### src/rtl/page_xlate_pkg.sv
package page_xlate_pkg;
  localparam int unsigned XL_ADDR_W   = 16;
  localparam int unsigned XL_PAGE_W   = 3;
  localparam int unsigned XL_FRAME_W  = 3;
  localparam int unsigned XL_ROM_WAIT = 1;

  // Where a translated access lands.
  typedef enum logic [1:0] {
    TGT_NONE = 2'd0,
    TGT_RAM  = 2'd1,
    TGT_ROM  = 2'd2
  } tgt_e;
endpackage

### src/rtl/page_map_table.sv
module page_map_table #(
  parameter int unsigned PAGE_W  = 3,
  parameter int unsigned FRAME_W = 3
) (
  input  logic               clk,
  input  logic               rst,
  input  logic               wr_en,
  input  logic [PAGE_W-1:0]  wr_idx,
  input  logic [FRAME_W-1:0] wr_frame,
  input  logic               rd_en,
  input  logic [PAGE_W-1:0]  rd_idx,
  output logic [FRAME_W-1:0] rd_frame
);
  localparam int unsigned DEPTH = 1 << PAGE_W;

  logic [FRAME_W-1:0] tbl [DEPTH];

  // Read-before-write: a lookup on the same edge as a write sees the old entry.
  always_ff @(posedge clk) begin
    if (rst) begin
      for (int i = 0; i < DEPTH; i++) tbl[i] <= FRAME_W'(i);
      rd_frame <= '0;
    end else begin
      if (wr_en) tbl[wr_idx] <= wr_frame;
      if (rd_en) rd_frame <= tbl[rd_idx];
    end
  end

  // no lookup means the registered frame holds
  assert_frame_hold_R4: assert property (@(posedge clk) disable iff (rst)
    !rd_en |=> $stable(rd_frame));
endmodule

### src/rtl/boot_rom_gate.sv
module boot_rom_gate #(
  parameter int unsigned PAGE_W = 3,
  parameter int unsigned WAIT_N = 1
) (
  input  logic              clk,
  input  logic              rst,
  input  logic              rom_off,
  input  logic              acc_start,
  input  logic              acc_read,
  input  logic [PAGE_W-1:0] acc_page,
  output logic              rom_hit_q,
  output logic              mem_wait
);
  localparam int unsigned CNT_W = $clog2(WAIT_N + 1);

  logic             rom_en;
  logic [CNT_W-1:0] wait_cnt;
  logic             hit;

  assign hit = rom_en && acc_read && (acc_page == '0);

  always_ff @(posedge clk) begin
    if (rst)          rom_en <= 1'b1;
    else if (rom_off) rom_en <= 1'b0;
  end

  always_ff @(posedge clk) begin
    if (rst) begin
      rom_hit_q <= 1'b0;
      wait_cnt  <= '0;
    end else if (acc_start) begin
      rom_hit_q <= hit;
      wait_cnt  <= hit ? CNT_W'(WAIT_N) : '0;
    end else if (wait_cnt != '0) begin
      wait_cnt  <= wait_cnt - 1'b1;
    end
  end

  assign mem_wait = (wait_cnt != '0);

  assert_overlay_sticky_R9: assert property (@(posedge clk) disable iff (rst)
    !rom_en |=> !rom_en);
  assert_wait_only_rom_R8: assert property (@(posedge clk) disable iff (rst)
    mem_wait |-> rom_hit_q);
  assert_wait_starts_R8: assert property (@(posedge clk) disable iff (rst)
    (acc_start && hit) |=> mem_wait);
endmodule

### src/rtl/bank_decode.sv
module bank_decode #(
  parameter int unsigned BANK_W = 2
) (
  input  logic                     en,
  input  logic [BANK_W-1:0]        idx,
  output logic [(1<<BANK_W)-1:0]   onehot
);
  for (genvar k = 0; k < (1 << BANK_W); k++) begin : g_bank
    assign onehot[k] = en && (idx == BANK_W'(k));
  end
endmodule

### src/rtl/page_xlate_top.sv
module page_xlate_top
  import page_xlate_pkg::*;
#(
  parameter int unsigned ADDR_W   = XL_ADDR_W,
  parameter int unsigned PAGE_W   = XL_PAGE_W,
  parameter int unsigned FRAME_W  = XL_FRAME_W,
  parameter int unsigned ROM_WAIT = XL_ROM_WAIT
) (
  input  logic                          clk,
  input  logic                          rst,
  input  logic                          map_we,
  input  logic [PAGE_W-1:0]             map_idx,
  input  logic [FRAME_W-1:0]            map_frame,
  input  logic                          rom_off,
  input  logic                          acc_start,
  input  logic                          acc_read,
  input  logic [ADDR_W-1:0]             acc_addr,
  output logic [(1<<(FRAME_W-1))-1:0]   bank_sel,
  output logic [ADDR_W-PAGE_W:0]        phys_addr,
  output logic                          ram_sel,
  output logic                          rom_sel,
  output logic                          mem_wait
);
  localparam int unsigned OFF_W  = ADDR_W - PAGE_W;
  localparam int unsigned BANK_W = FRAME_W - 1;

  logic [PAGE_W-1:0]  acc_page;
  logic [FRAME_W-1:0] frame_q;
  logic [OFF_W-1:0]   off_q;
  logic               seen_q;
  logic               rom_hit_q;
  tgt_e               tgt;

  assign acc_page = acc_addr[ADDR_W-1 -: PAGE_W];

  page_map_table #(.PAGE_W(PAGE_W), .FRAME_W(FRAME_W)) map_i (
    .clk(clk), .rst(rst),
    .wr_en(map_we), .wr_idx(map_idx), .wr_frame(map_frame),
    .rd_en(acc_start), .rd_idx(acc_page), .rd_frame(frame_q)
  );

  boot_rom_gate #(.PAGE_W(PAGE_W), .WAIT_N(ROM_WAIT)) rom_i (
    .clk(clk), .rst(rst), .rom_off(rom_off),
    .acc_start(acc_start), .acc_read(acc_read), .acc_page(acc_page),
    .rom_hit_q(rom_hit_q), .mem_wait(mem_wait)
  );

  always_ff @(posedge clk) begin
    if (rst) begin
      off_q  <= '0;
      seen_q <= 1'b0;
    end else if (acc_start) begin
      off_q  <= acc_addr[OFF_W-1:0];
      seen_q <= 1'b1;
    end
  end

  always_comb begin
    if (!seen_q)        tgt = TGT_NONE;
    else if (rom_hit_q) tgt = TGT_ROM;
    else                tgt = TGT_RAM;
  end

  assign ram_sel   = (tgt == TGT_RAM);
  assign rom_sel   = (tgt == TGT_ROM);
  assign phys_addr = {frame_q[0], off_q};

  bank_decode #(.BANK_W(BANK_W)) dec_i (
    .en(ram_sel), .idx(frame_q[FRAME_W-1:1]), .onehot(bank_sel)
  );

  assert_offset_pass_R2: assert property (@(posedge clk) disable iff (rst)
    acc_start |=> phys_addr[OFF_W-1:0] == $past(acc_addr[OFF_W-1:0]));
  assert_result_hold_R2: assert property (@(posedge clk) disable iff (rst)
    !acc_start |=> $stable(phys_addr) && $stable(bank_sel) && $stable(rom_sel));
  assert_bank_onehot_R3: assert property (@(posedge clk) disable iff (rst)
    ram_sel |-> $countones(bank_sel) == 1);
  assert_bank_idle_R3: assert property (@(posedge clk) disable iff (rst)
    !ram_sel |-> bank_sel == '0);
  assert_target_excl_R6: assert property (@(posedge clk) disable iff (rst)
    !(ram_sel && rom_sel));
  assert_write_to_ram_R7: assert property (@(posedge clk) disable iff (rst)
    (acc_start && !acc_read) |=> ram_sel);
endmodule

### config.mk
export PLATFORM = sky130hd
export DESIGN_NAME = page_xlate_top
export DESIGN_NICKNAME = d
export VERILOG_FILES = /design/src/rtl/page_xlate_pkg.sv /design/src/rtl/page_map_table.sv /design/src/rtl/boot_rom_gate.sv /design/src/rtl/bank_decode.sv /design/src/rtl/page_xlate_top.sv
export SDC_FILE = /design/constraint.sdc
export NUM_CORES = 1
export LEC_CHECK = 0
export ABC_AREA = 1
export BUFFER_PORTS_ARGS = -buffer_cell sky130_fd_sc_hd__buf_2
export CORE_MARGIN = 3
export CORE_UTILIZATION = 57
export DETAILED_ROUTE_END_ITERATION = 10
export PLACE_DENSITY = 0.95
export RECOVER_POWER = 50
export SLEW_MARGIN = 25
export SYNTH_ARGS = -nofsm -noshare
export SYNTH_HDL_FRONTEND = slang
export SYNTH_HIERARCHICAL = 1
export SYNTH_SLANG_ARGS = --single-unit
### constraint.sdc
create_clock -name clk -period 2.8 [get_ports clk]
set_input_delay 0.42 -clock clk [delete_from_list [all_inputs] [get_ports clk]]
set_output_delay 0.42 -clock clk [all_outputs]
set_load 0.05 [all_outputs]
==> parameters.txt, run 1 <==
Parameter                              Value

Timing
  Post-route setup TNS    0 ns
  Post-route fraction of the period consumed by the critical path    approximately three fifths
  Count of final max-slew check failures    0
  Unrepaired setup endpoints after global routing    false
  Setup skew after layout    between 0.008 and 0.009 ns
  Clock period minus worst slack    approximately 1.7 ns
  Final setup vio count    0
  Highest clock frequency the design can meet    about 580 MHz
  Worst Tran Pin Value    about 1.3 ns
  Count of endpoints failing hold in the final timing report    0
  Worst relative slew slack    15.6%

Routing
  DR iter-0 viols    142
  Initial DRT Pass Iterations    4
  Post-DR wirelength/cell    roughly 11 um
  Drc violations    0
  Post-detailed-route count of antenna-violating nets    0
  Total number of vias    1752
  Number of vias per cell after detailed routing    roughly 4.6
  Detailed-route wire length    roughly 4.2 mm

Worst setup path
  Crit Path Category    in -> reg
  Cell at the slowest stage of the critical path    sky130_fd_sc_hd__o21ai_0
  Type of element launching the critical path    input pin
  Element type at the critical path end    flip-flop
  Top Family by Delay on Critical Path    buffers and inverters
  Largest fanout of any net on the critical path    12
  Buf+Inv Stages, Crit Path    3
  Cell Chain, Critical Path    clkbuf_1 -> inv_1 -> nand2_1 -> nor2_1 -> clkinv_1 -> o21ai_0
  Worst EP arrival    approximately 1.7 ns
  Slowest Stage Delay on Critical Path    about 0.38 ns
  Required time of the critical path    about 2.8 ns

Finish
  Fraction of the core area covered by cells at the end of the flow    a little over two thirds
  Most common cell after layout, fill and taps aside    sky130_fd_sc_hd__nand2_1
  Area taken by multi-input logic gates    around 670 sq um
  Commonest cells after routing, fill and taps aside    sky130_fd_sc_hd__nand2_1 (83), sky130_fd_sc_hd__inv_1 (63), sky130_fd_sc_hd__nor2_1 (57)
  Share of cells above drive strength 1    a little under an eighth
  Register area    roughly 0.0011 sq mm
  Fill cell instance count of the final layout    280
  Antenna cell count    0
  Growth of design area from synthesis to finish    14.8%
  Final net count    about 360

Yosys
  Syn_nets    around 310
  Synthesized area per cell    about 7.4 sq um
  Sequential share of the synthesized area    between 50% and 60%
  Synth Register Bits    between 40 and 50
  Synth Instances    between 200 and 300
  Synthesized area    around 0.0021 sq mm
  Yosys Warn Count    6
  Distinct cells, synth    15

CTS
  PostCTS Resize Cnt    0
  Count of hold buffers inserted by post-cts repair    0
  Buffer type at the clock tree root    sky130_fd_sc_hd__clkbuf_8
  Post-CTS setup repair buffer count    0
  Latest clock arrival within the worst-skew pair    ~0.3 ns
  Total number of H-tree levels    2
  Clock Pin Slew Worst Setup and Hold Paths    roughly 0.08 ns
  Clock sink count    between 40 and 50
  Clock tree from TritonCTS    done
  Number of buffers between clock root and the deepest sink    2
  Number of buffers added by the clock tree synthesis step    5

Floorplanning
  Y dimension of the die    66.8 um
  Initial core utilization    between 60% and 70%
  Width of the die    roughly 67 um
  Top-level I/O count    49
  Placeable core area    around 0.0034 sq mm
  Die ar.    about 0.0045 sq mm
  Number of rows created at floorplan    21

GRT
  Total congestion overflow after global routing    0
  Total global-route track usage    between 20 and 25%
  First-pass GRT wire length    roughly 6.7 mm
  Initial antenna violation count    0
  Largest net degree at the start of global routing    36
  Via count of the first global-routing pass    between 1500 and 2000

Run status
  Run status    finished, final reports clean

Power and ir drop
  Peak supply drop    ~0.00037 V
  Pwr/cell area    ~570 mW/mm^2
  Static leakage power    ~1.3 nW

Placed design
  Number of buffers added on ports    48
  Global placer's final weighted congestion    just under 0.8
  DP HPWL    approximately 3.0 mm

Worst hold path
  Min-delay worst type    in -> reg

Flow run
  Max-cap violation count    0
[cells in the mapped netlist, drive strengths merged]
library cell | n | area [sq um]
nand2 | 83 | 312
inv | 66 | 248
nor2 | 58 | 223
dfxtp | 20 | 400
a21oi | 3 | 15.0
edfxtp | 24 | 721
nand3b | 1 | 7.51
o21ai | 5 | 25.0
clkbuf | 1 | 3.75
nand3 | 19 | 95.1
buf | 6 | 57.6
[cells by family after synthesis]
kind of cell,share of synthesized area [%]
simple gates,30.2
compound gates,1.90
buf+inv,14.7
flops,53.2
[power by group]
part | internal (mW) | switching [mW] | total, mW
Combinational | 0.0561 | 0.158 | 0.214
Clock | 0.231 | 0.205 | 0.436
Sequential | 0.720 | 0.0172 | 0.738
[layout make-up]
class | count | share of cell area, %
Multi-Input combinational cell | 169 | 27.9
Timing Repair Buffer | 48 | 9.00
Inverter | 66 | 10.2
Tap cell | 46 | 2.38
Sequential cell | 44 | 46.3
Clock buffer | 8 | 4.19
[state kept, by name (all words and copies together) (netlist names)]
| name | cells |
|---|---|
| off_q | 13 |
| seen_q | 1 |
| rom_i/rom_en | 1 |
| map_i/tbl | 24 |
| rom_i/mem_wait | 1 |
| map_i/rd_frame | 3 |
| rom_i/rom_hit_q | 1 |
[layer usage]
metal	global-route usage (%)	up-vias	part of all wire (%)
li1	-	936	-
met1	24.3	750	42
met2	35.6	59	49
met3	4.38	7	6.8
met4	8.38	0	1.8
met5	0	-	0
[path summary, 6_finish.rpt]
check / from / endpoint / slack (ns) / cells past startpoint
min reg2reg: rom_i/rom_en / rom_i/rom_en / 0.46 / 2
max reg2reg: map_i/tbl[1][0] / map_i/rd_frame[0] / 1.79 / 6
min: rom_off / rom_i/rom_en / 0.32 / 2
max: rst / map_i/tbl[7][0] / 1.07 / 6
[stage by stage]
step                      setup WS, ns  power, mW  instance area (sq um)  hold WS, ns  cells
final                             1.07       1.39                   2420        0.319    381
after global routing             0.855       1.45                   2420        0.354    381
after CTS                         1.08       1.39                   2440        0.323    381
after detailed placement         0.866      0.967                   2340        0.454    373
after global placement           0.981      0.960                   2340        0.445    373
after floorplan                  0.474      0.910                   2110        0.430    286
[worst register-to-register path, stage by stage, from the launching register on]
cell                       delay, ns
sky130_fd_sc_hd__edfxtp_1       0.41
sky130_fd_sc_hd__inv_1          0.07
sky130_fd_sc_hd__nand2_1        0.05
sky130_fd_sc_hd__nand3_1        0.08
sky130_fd_sc_hd__nand3_1        0.11
sky130_fd_sc_hd__nand2_1        0.08
sky130_fd_sc_hd__a21oi_1        0.05
Note: power is estimated with default switching activity, not from simulation.
==> run 2, diff against run 1 <==
CORE_UTILIZATION = 53   (was 57)
PLACE_DENSITY = 0.91   (was 0.95)
clock period = 1.6 ns   (was 2.8 ns; I/O delays follow)
==> parameters.txt, run 2 (synthesis gave the netlist of run 1 again) <==
Parameter                              Value

CTS
  Clock sink count    44 (unchanged)
  Clock Pin Slew Worst Setup and Hold Paths    0.08 ns (about the same)
  Number of buffers between clock root and the deepest sink    2 (unchanged)
  Number of buffers added by the clock tree synthesis step    5 (unchanged)
  Buffer type at the clock tree root    sky130_fd_sc_hd__clkbuf_8
  Latest clock arrival within the worst-skew pair    0.29 ns (about the same)
  Clock tree from TritonCTS    done
  Total number of H-tree levels    2 (unchanged)
  Post-CTS setup repair buffer count    0 (unchanged)

Floorplanning
  Y dimension of the die    69.1 um (+3.4%)
  Placeable core area    0.00374 sq mm (+8.8%)
  Die ar.    0.00477 sq mm (+6.8%)
  Top-level I/O count    49 (unchanged)
  Initial core utilization    56.3% (-4.9 points)
  Width of the die    69.1 um (+3.4%)
  Number of rows created at floorplan    22 (+4.8%)

Routing
  Detailed-route wire length    4.64 mm (+10%)
  Drc violations    0 (unchanged)
  DR iter-0 viols    138 (-2.8%)
  Number of vias per cell after detailed routing    4.79 (+4.2%)
  Total number of vias    1840 (+5.0%)
  Post-DR wirelength/cell    12.1 um (+9.5%)
  Post-detailed-route count of antenna-violating nets    0 (unchanged)
  Initial DRT Pass Iterations    4 (unchanged)

Run status
  Run status    finished, final reports clean

Placed design
  Post-Place Cells    376 (+0.80%)
  Global placer's final weighted congestion    0.778 (-1.9%)
  Placed standard-cell area    0.00237 sq mm (+0.96%)
  Post-place setup slack    0.117 ns (-0.748 ns)
  DP HPWL    3.21 mm (+7.7%)
  Number of buffers added on ports    48 (unchanged)

Timing
  Smallest setup slack after layout    0.0924 ns (-0.974 ns)
  Highest clock frequency the design can meet    about 660 MHz
  Worst relative slew slack    14.6% (-1.1 points)
  Worst Tran Pin Value    1.28 ns (+0.0159 ns)
  Setup skew after layout    0.00521 ns (-0.00301 ns)
  Count of final max-slew check failures    0 (unchanged)
  Unrepaired setup endpoints after global routing    false
  Worst slack on hold paths    0.146 ns (-0.173 ns)
  Post-route setup TNS    0 ns (unchanged)
  Clock period minus worst slack    ~1.5 ns
  Count of endpoints failing hold in the final timing report    0 (unchanged)
  Post-route fraction of the period consumed by the critical path    about 94%
  Final setup vio count    0 (unchanged)

Worst setup path
  Worst reg2reg startpoint    map_i/tbl[3][1]
  Worst Setup EP    bank_sel[2]
  Number of cell instances on the worst register-to-register path    6 (unchanged)
  Crit Path Category    reg -> out
  Largest fanout of any net on the critical path    3 (-9)
  Element type at the critical path end    output pin
  Required time of the critical path    1.36 ns (-1.40 ns)
  Minimum setup slack among reg-to-reg paths    0.54 ns (-1.25 ns)
  Worst EP arrival    1.27 ns (-0.43 ns)
  Origin of the worst setup path    seen_q
  Type of element launching the critical path    flip-flop
  Critical register-to-register path endpoint    map_i/rd_frame[1]

Finish
  Fraction of the core area covered by cells at the end of the flow    65.5% (-4.8 points)
  Final net count    363 (+0.28%)
  Commonest cells after routing, fill and taps aside    sky130_fd_sc_hd__nand2_1 (83), sky130_fd_sc_hd__inv_1 (64), sky130_fd_sc_hd__nor2_1 (53)
  Register name with the most flops    map_i/tbl
  Share of cells above drive strength 1    18.2% (+6.5 points)
  Most common cell after layout, fill and taps aside    sky130_fd_sc_hd__nand2_1
  Growth of design area from synthesis to finish    16.3%
  Largest regs    map_i/tbl x24, off_q x13, map_i/rd_frame x3
  Post-layout instance area    0.00245 sq mm (+1.3%)
  Number of non-filler instances in the completed layout    384 (+0.79%)
  Number of flip-flops in the largest register    24 (unchanged)
  Antenna cell count    0 (unchanged)

Power and ir drop
  Pwr/cell area    960 mW/mm^2 (+67%)
  Static leakage power    1.32 nW (+4.6%)
  Final Power    2.35 mW (+70%)
  Peak supply drop    0.000614 V (+65%)

Flow run
  Max-cap violation count    0 (unchanged)

GRT
  Total congestion overflow after global routing    0 (unchanged)
  Initial antenna violation count    0 (unchanged)
  Total global-route track usage    19.8% (-0.64 points)
  Largest net degree at the start of global routing    36 (unchanged)
  First-pass GRT wire length    7.51 mm (+11%)
  Via count of the first global-routing pass    1725 (+9.8%)

Worst hold path
  Min-delay worst type    in -> reg
[run 2: cell count changes in the layout (fill, tap and decap cells not counted)]
cell and change:
sky130_fd_sc_hd__clkbuf_1 -17, sky130_fd_sc_hd__buf_2 +12, sky130_fd_sc_hd__nor2_1 -4, sky130_fd_sc_hd__nor2_2 +4
sky130_fd_sc_hd__clkbuf_4 +3, sky130_fd_sc_hd__buf_4 +2, sky130_fd_sc_hd__clkbuf_16 -1, sky130_fd_sc_hd__clkbuf_2 +1
sky130_fd_sc_hd__clkinv_1 -1, sky130_fd_sc_hd__clkinv_2 +1, sky130_fd_sc_hd__inv_1 +1
[run 2: worst max-delay path: stages, from the launching register on]
cell and delay [ns]:
sky130_fd_sc_hd__dfxtp_1 0.36, sky130_fd_sc_hd__inv_1 0.06, sky130_fd_sc_hd__nor2_2 0.13, sky130_fd_sc_hd__nand2_1 0.11, sky130_fd_sc_hd__nor2_2 0.09, sky130_fd_sc_hd__clkbuf_4 0.23
[run 2: power by group]
group / leakage, nW / switching (mW) / internal (mW)
Sequential: 0.401 / 0.0313 / 1.26
Combinational: 0.878 / 0.285 / 0.110
Clock: 0.0452 / 0.352 / 0.312
Total: 1.32 / 0.669 / 1.68
[run 2: layout make-up]
type	instances	area, sq um
fill	330	1290
multi-input combinational	169	684
timing repair buffer	49	255
tap	48	60.1
clock inverter	1	5.00
sequential	44	1120
clock buffer	7	77.6
inverter	66	248
[run 2: repair_timing]
action                     CTS  global route
hold buffers                 0             0
gates resized for setup      0             5
setup endpoints to repair    0             4
[run 2: worst min-delay path by stage]
| stage | startpoint | to | slack, ns | cells past startpoint |
|---|---|---|---|---|
| CTS | rom_off | rom_i/rom_en | 0.13 | 2 |
| floorplan | rst | seen_q | 0.31 | 1 |
| global route | rom_off | rom_i/rom_en | 0.13 | 2 |
| detailed placement | rom_off | rom_i/rom_en | 0.44 | 2 |
| finish | rom_off | rom_i/rom_en | 0.15 | 2 |
| global placement | rom_i/rom_en | rom_i/rom_en | 0.44 | 2 |
[run 2: layer usage]
metal | global-route usage [%] | vias to the layer above | share of wire, %
li1 | - | 939 | -
met1 | 21.3 | 801 | 39
met2 | 35.5 | 84 | 50
met3 | 5.10 | 16 | 7.8
met4 | 10.2 | 0 | 2.9
met5 | 0 | - | 0
